===== src/rtl/vhl_pkg.sv =====
`timescale 1ns/1ps
package vhl_pkg;
  localparam logic [5:0] PRIM_OP = 6'd31;
  localparam logic [9:0] EXT_OP  = 10'd39;

  typedef enum logic [1:0] {
    ST_IDLE = 2'd0,
    ST_WAIT = 2'd1,
    ST_WB   = 2'd2
  } vhl_state_e;

  typedef struct packed {
    logic [4:0] vrt;
    logic [4:0] ra;
    logic [4:0] rb;
  } vhl_fields_t;
endpackage


===== src/rtl/vhl_decode.sv =====
`timescale 1ns/1ps
module vhl_decode
  import vhl_pkg::*;
(
  input  logic [31:0] instr,
  output logic        match,
  output vhl_fields_t fields
);
  logic [5:0] prim;
  logic [9:0] ext;

  always_comb begin
    prim       = instr[31:26];
    ext        = instr[10:1];
    fields.vrt = instr[25:21];
    fields.ra  = instr[20:16];
    fields.rb  = instr[15:11];
    match      = (prim == PRIM_OP) && (ext == EXT_OP);
  end
endmodule


===== src/rtl/vhl_agu.sv =====
`timescale 1ns/1ps
module vhl_agu #(
  parameter int XLEN   = 64,
  parameter int AW     = 32,
  parameter int EBYTES = 2,
  parameter int VBYTES = 16,
  localparam int OFF_W  = $clog2(EBYTES),
  localparam int LANE_W = $clog2(VBYTES / EBYTES)
) (
  input  logic [4:0]        ra_field,
  input  logic [XLEN-1:0]   base,
  input  logic [XLEN-1:0]   index,
  output logic [AW-1:0]     addr_aligned,
  output logic [LANE_W-1:0] lane
);
  logic [XLEN-1:0] base_eff;
  logic [XLEN-1:0] ea;
  logic [AW-1:0]   ea_lo;

  always_comb begin
    base_eff     = (ra_field == 5'd0) ? '0 : base;
    ea           = base_eff + index;
    ea_lo        = ea[AW-1:0];
    addr_aligned = {ea_lo[AW-1:OFF_W], {OFF_W{1'b0}}};
    lane         = ea_lo[OFF_W +: LANE_W];
  end
endmodule


===== src/rtl/vhl_merge.sv =====
`timescale 1ns/1ps
module vhl_merge #(
  parameter int VW = 128,
  parameter int EW = 16,
  localparam int LANES  = VW / EW,
  localparam int LANE_W = $clog2(LANES)
) (
  input  logic [VW-1:0]     vsrc,
  input  logic [LANE_W-1:0] lane,
  input  logic [EW-1:0]     elem,
  output logic [VW-1:0]     merged
);
  for (genvar g = 0; g < LANES; g++) begin : g_lane
    assign merged[VW-1-g*EW -: EW] =
      (lane == LANE_W'(g)) ? elem : vsrc[VW-1-g*EW -: EW];
  end
endmodule


===== src/rtl/vec_half_lane_load.sv =====
`timescale 1ns/1ps
module vec_half_lane_load
  import vhl_pkg::*;
#(
  parameter int XLEN = 64,
  parameter int AW   = 32,
  parameter int VW   = 128,
  parameter int EW   = 16,
  localparam int LANES  = VW / EW,
  localparam int LANE_W = $clog2(LANES)
) (
  input  logic            clk,
  input  logic            rst_n,
  input  logic            start_i,
  input  logic [31:0]     instr_i,
  input  logic [XLEN-1:0] gpr_a_i,
  input  logic [XLEN-1:0] gpr_b_i,
  input  logic [VW-1:0]   vsrc_i,
  output logic            illegal_o,
  output logic            mem_req_o,
  output logic [AW-1:0]   mem_addr_o,
  input  logic            mem_rvalid_i,
  input  logic [EW-1:0]   mem_rdata_i,
  output logic            vwr_en_o,
  output logic [4:0]      vwr_idx_o,
  output logic [VW-1:0]   vwr_data_o,
  output logic            done_o
);
  vhl_state_e  state_q, state_d;
  logic        dec_match;
  vhl_fields_t dec_f;
  logic [AW-1:0]     agu_addr;
  logic [LANE_W-1:0] agu_lane;
  logic [VW-1:0]     merged;

  logic [AW-1:0]     addr_q;
  logic [LANE_W-1:0] lane_q;
  logic [4:0]        idx_q;
  logic [VW-1:0]     vsrc_q;
  logic [VW-1:0]     wdata_q;

  logic idle, accept, resp, launch_en, resp_en;

  vhl_decode u_dec (
    .instr  (instr_i),
    .match  (dec_match),
    .fields (dec_f)
  );

  vhl_agu #(.XLEN(XLEN), .AW(AW), .EBYTES(EW/8), .VBYTES(VW/8)) u_agu (
    .ra_field     (dec_f.ra),
    .base         (gpr_a_i),
    .index        (gpr_b_i),
    .addr_aligned (agu_addr),
    .lane         (agu_lane)
  );

  vhl_merge #(.VW(VW), .EW(EW)) u_mrg (
    .vsrc   (vsrc_q),
    .lane   (lane_q),
    .elem   (mem_rdata_i),
    .merged (merged)
  );

  always_comb begin
    idle      = (state_q == ST_IDLE);
    accept    = idle && start_i && dec_match;
    resp      = (state_q == ST_WAIT) && mem_rvalid_i;
    launch_en = accept;
    resp_en   = resp;
    illegal_o = idle && start_i && !dec_match;
  end

  always_comb begin
    state_d = state_q;
    unique case (state_q)
      ST_IDLE: if (accept) state_d = ST_WAIT;
      ST_WAIT: if (resp)   state_d = ST_WB;
      ST_WB:               state_d = ST_IDLE;
      default:             state_d = ST_IDLE;
    endcase
  end

  always_ff @(posedge clk or negedge rst_n) begin
    if (!rst_n) state_q <= ST_IDLE;
    else        state_q <= state_d;
  end

  always_ff @(posedge clk or negedge rst_n) begin
    if (!rst_n) begin
      addr_q <= '0;
      lane_q <= '0;
      idx_q  <= '0;
      vsrc_q <= '0;
    end else if (launch_en) begin
      addr_q <= agu_addr;
      lane_q <= agu_lane;
      idx_q  <= dec_f.vrt;
      vsrc_q <= vsrc_i;
    end
  end

  always_ff @(posedge clk or negedge rst_n) begin
    if (!rst_n)       wdata_q <= '0;
    else if (resp_en) wdata_q <= merged;
  end

  assign mem_req_o  = (state_q == ST_WAIT);
  assign mem_addr_o = addr_q;
  assign vwr_en_o   = (state_q == ST_WB);
  assign done_o     = (state_q == ST_WB);
  assign vwr_idx_o  = idx_q;
  assign vwr_data_o = wdata_q;

  // Lanes of the written vector that differ from the captured source
  logic [LANES-1:0] lane_diff;
  for (genvar g = 0; g < LANES; g++) begin : g_diff
    assign lane_diff[g] = (vwr_data_o[VW-1-g*EW -: EW] != vsrc_q[VW-1-g*EW -: EW]);
  end

  p_launch_r5: assert property (@(posedge clk) disable iff (!rst_n)
    (start_i && !illegal_o && !mem_req_o && !vwr_en_o) |=> mem_req_o);
  p_addr_hold_r5: assert property (@(posedge clk) disable iff (!rst_n)
    (mem_req_o && !mem_rvalid_i) |=> (mem_req_o && $stable(mem_addr_o)));
  p_addr_even_r4: assert property (@(posedge clk) disable iff (!rst_n)
    mem_req_o |-> !mem_addr_o[0]);
  p_illegal_quiet_r2: assert property (@(posedge clk) disable iff (!rst_n)
    illegal_o |=> (!mem_req_o && !vwr_en_o));
  p_busy_start_r10: assert property (@(posedge clk) disable iff (!rst_n)
    (mem_req_o || vwr_en_o) |-> !illegal_o);
  p_writeback_r9: assert property (@(posedge clk) disable iff (!rst_n)
    (mem_req_o && mem_rvalid_i) |=> (vwr_en_o && done_o));
  p_wb_pulse_r9: assert property (@(posedge clk) disable iff (!rst_n)
    vwr_en_o |=> !vwr_en_o);
  p_stray_resp_r11: assert property (@(posedge clk) disable iff (!rst_n)
    (!mem_req_o && mem_rvalid_i) |=> !vwr_en_o);
  p_one_lane_r8: assert property (@(posedge clk) disable iff (!rst_n)
    vwr_en_o |-> ($countones(lane_diff) <= 1));
endmodule


===== config.mk =====
export PLATFORM = sky130hd
export DESIGN_NAME = vec_half_lane_load
export DESIGN_NICKNAME = d
export VERILOG_FILES = /design/src/rtl/vhl_pkg.sv /design/src/rtl/vhl_decode.sv /design/src/rtl/vhl_agu.sv /design/src/rtl/vhl_merge.sv /design/src/rtl/vec_half_lane_load.sv
export SDC_FILE = /design/constraint.sdc
export NUM_CORES = 1
export LEC_CHECK = 0
export ABC_AREA = 1
export BUFFER_PORTS_ARGS = -buffer_cell sky130_fd_sc_hd__buf_2
export CORE_UTILIZATION = 41
export DETAILED_ROUTE_END_ITERATION = 8
export GPL_ROUTABILITY_DRIVEN = 0
export GPL_TIMING_DRIVEN = 0
export PLACE_DENSITY_LB_ADDON = 0.08
export SYNTH_ARGS = -nofsm -noshare
export SYNTH_HDL_FRONTEND = slang
export SYNTH_HIERARCHICAL = 1
export SYNTH_SLANG_ARGS = --single-unit

===== constraint.sdc =====
create_clock -name clk -period 3.7 [get_ports clk]
set_clock_uncertainty 0.2 [all_clocks]
set_input_delay 0.74 -clock clk [delete_from_list [all_inputs] [get_ports clk]]
set_output_delay 0.74 -clock clk [all_outputs]
set_load 0.01 [all_outputs]

==> flow_summary.json <==
{
  "rsz0062_at_grt": "false",
  "fin_tns_setup_ns": 0,
  "cts_root_buffer": "clkbuf_16",
  "worst-path-stages": 14,
  "ant_nets": 0,
  "slew-limit-headroom_pct": 29.7,
  "drt_iter0_drc": 1415,
  "syn2layout_area_growth_pct": 22.8,
  "synth.net_count": 2543,
  "cp_max_fo": 10,
  "die_area_sq_um": 40800,
  "grt_pass1_vias": 15500,
  "vias": 16300,
  "cts_buffers": 35,
  "critPathTopFamily": "simple AND/OR/NAND/NOR gates",
  "dieWidth_microns": 202,
  "die_h_microns": 202,
  "startpoint_type": "primary input",
  "grt_use_total_pct": 28.1,
  "cts.sinks": 298,
  "p_leak_nw": 12.0,
  "clockBufferDepth": 3,
  "met2_usage_pct": 46.5,
  "io_pins": 477,
  "setup_viol": 0,
  "tightest_slew_ns": 1.05,
  "finish.instance_area_sq_um": 20200,
  "crit_path_end": "mem_addr_o[17]",
  "remaining_drc_errors": 0,
  "rr_worst_depth": 5,
  "grt_pass1_wl_microns": 88200,
  "antenna_found_initial": 8,
  "path_cells": "buf_4 -> nor2_1 -> nand3_2 -> clkbuf_1 -> nand2_1 -> inv_1 -> ha_1 -> a21oi_1 -> o21ai_1 -> a21oi_1 -> nand3_1 -> xor2_1 -> nand4_1 -> nand2_1",
  "worstReg2RegStart": "state_q[0]",
  "drtPass1Iterations": 5,
  "insertion_delay_ns": 0.52,
  "drive_gt1_share_pct": 22.7,
  "grt_use_met3_pct": 5.11,
  "start_util_pct": 42.0,
  "clk_transition_reported_paths_ns": 0.06,
  "finalCriticalPeriod_ns": 3.16,
  "hold_violations": 0,
  "cp.required_ns": 3.96,
  "dp.cells": 3103,
  "wirelength_microns": 58200,
  "utilization_pct": 51.6,
  "syn_area_per_cell_sq_um": 7.45,
  "setup.worst_path.start": "instr_i[20]",
  "fmax_mhz": 317,
  "final_cell_count_no_fill": 3165,
  "slowest_delay_ns": 0.40,
  "met1_usage_pct": 36.6,
  "cp.arrival_ns": 3.42,
  "core_sq_um": 39100,
  "slew_violations": 0,
  "end_kind": "flip-flop",
  "io_buffers": 379,
  "hold_class": "reg -> reg",
  "wire_per_inst_microns": 18.4,
  "fin_crit_sh_pct": 85.3,
  "r2r_slack_ns": 1.55,
  "grt_max_degree": 118,
  "r2r-end": "vsrc_q[79]",
  "cp_slowest_cell": "ha_1",
  "p_total_mw": 7.46,
  "std_cell_rows": 72,
  "viasPerCell": 5.15,
  "overflow": 0,
  "fillCellCount": 3937,
  "pre_cts_slack_ns": 0.141,
  "hold_slack_ns": 0.266,
  "synthCells": 2204,
  "place_area_sq_um": 19000,
  "yosysWarnings": 6,
  "powerDensity_nw_per_um2": 370,
  "cts_setup_buffers": 0,
  "vdd_drop_max_v": 0.000255,
  "htree_levels": 2,
  "status": "finished clean",
  "critPathKind": "in -> reg",
  "tritoncts": "done",
  "busiest_layer": "met2",
  "synth_area_sq_um": 16400,
  "post-dp-hpwl_microns": 43400,
  "critPathBufInv": 3,
  "ctsResizeCount": 0,
  "fin_nets": 2962,
  "cap_violations": 0,
  "setup_slack_ns": 0.543
}
## layout by cell type (no fill, tap or decap), types with 3 or more instances in the layout
cell,count
a21oi_1,38
buf_2,464
buf_4,25
buf_6,17
clkbuf_1,57
clkbuf_16,37
clkbuf_8,8
clkinv_2,4
dfrtp_1,298
diode_2,3
ha_1,30
inv_1,84
inv_2,3
nand2_1,1105
nand2_2,9
nand2_4,3
nand3_1,54
nand3_4,6
nand4_1,255
nor2_1,43
nor2_2,5
nor3_1,4
o21a_1,6
o21ai_0,23
o21ai_1,15
xor2_1,18
## flip-flops by register name, summed over array words and instances, names as in the netlist
signal      flops
mem_addr_o     32
vsrc_q        128
vwr_idx_o       5
state_q         2
lane_q          3
vwr_data_o    128
## power by group
group	total (mW)	leakage (nW)	switching [mW]	internal, mW
Combinational	0.761	7.32	0.492	0.269
Clock	3.41	0.553	1.37	2.04
Sequential	3.29	4.15	0.0112	3.27
Total	7.46	12.0	1.87	5.59
## per-layer routing
metal  part of all wire [%]  routed length, microns
met1                     43                   25100
met2                     46                   27000
met3                    6.7                    3920
met4                    3.7                    2170
met5                  0.084                      49
## how the worst min path moves through the flow
stage | from | endpoint | slack (ns) | depth (start not counted)
6_report | vwr_idx_o[1] | vwr_idx_o[1] | 0.27 | 2
5_1_grt | mem_rvalid_i | state_q[0] | 0.27 | 2
4_1_cts | vsrc_i[38] | vsrc_q[38] | 0.25 | 3
3_5_place_dp | mem_addr_o[19] | mem_addr_o[19] | 0.25 | 2
3_3_place_gp | vwr_idx_o[0] | vwr_idx_o[0] | 0.25 | 2
2_1_floorplan | rst_n | lane_q[0] | 0.24 | 0
## layout make-up
cell class                 count  area, sq um  share of cell area [%]
tap                          518          648                    3.22
buffer                       180         1020                    5.04
sequential                   298         7460                    37.0
timing repair buffer         382         1970                    9.78
multi-input combinational   1636         7590                    37.7
antenna                        3         7.51                  0.0372
clock inverter                 5         50.0                   0.248
clock buffer                  53         1070                    5.29
inverter                      90          348                    1.73
## worst reg2reg max path, delay by kind of cell, from the launching register on
family / cells / cell delay [ns]
buffers and inverters: 2 / 0.82
AND/OR/NAND/NOR: 3 / 0.66
flip-flops: 1 / 0.42
## repair_timing
action | 4_1_cts | 5_1_grt
setup endpoints to repair | 0 | 0
hold buffers | 1 | 0
hold endpoints to repair | 10 | 0
Power figures use the tool's default switching activity.
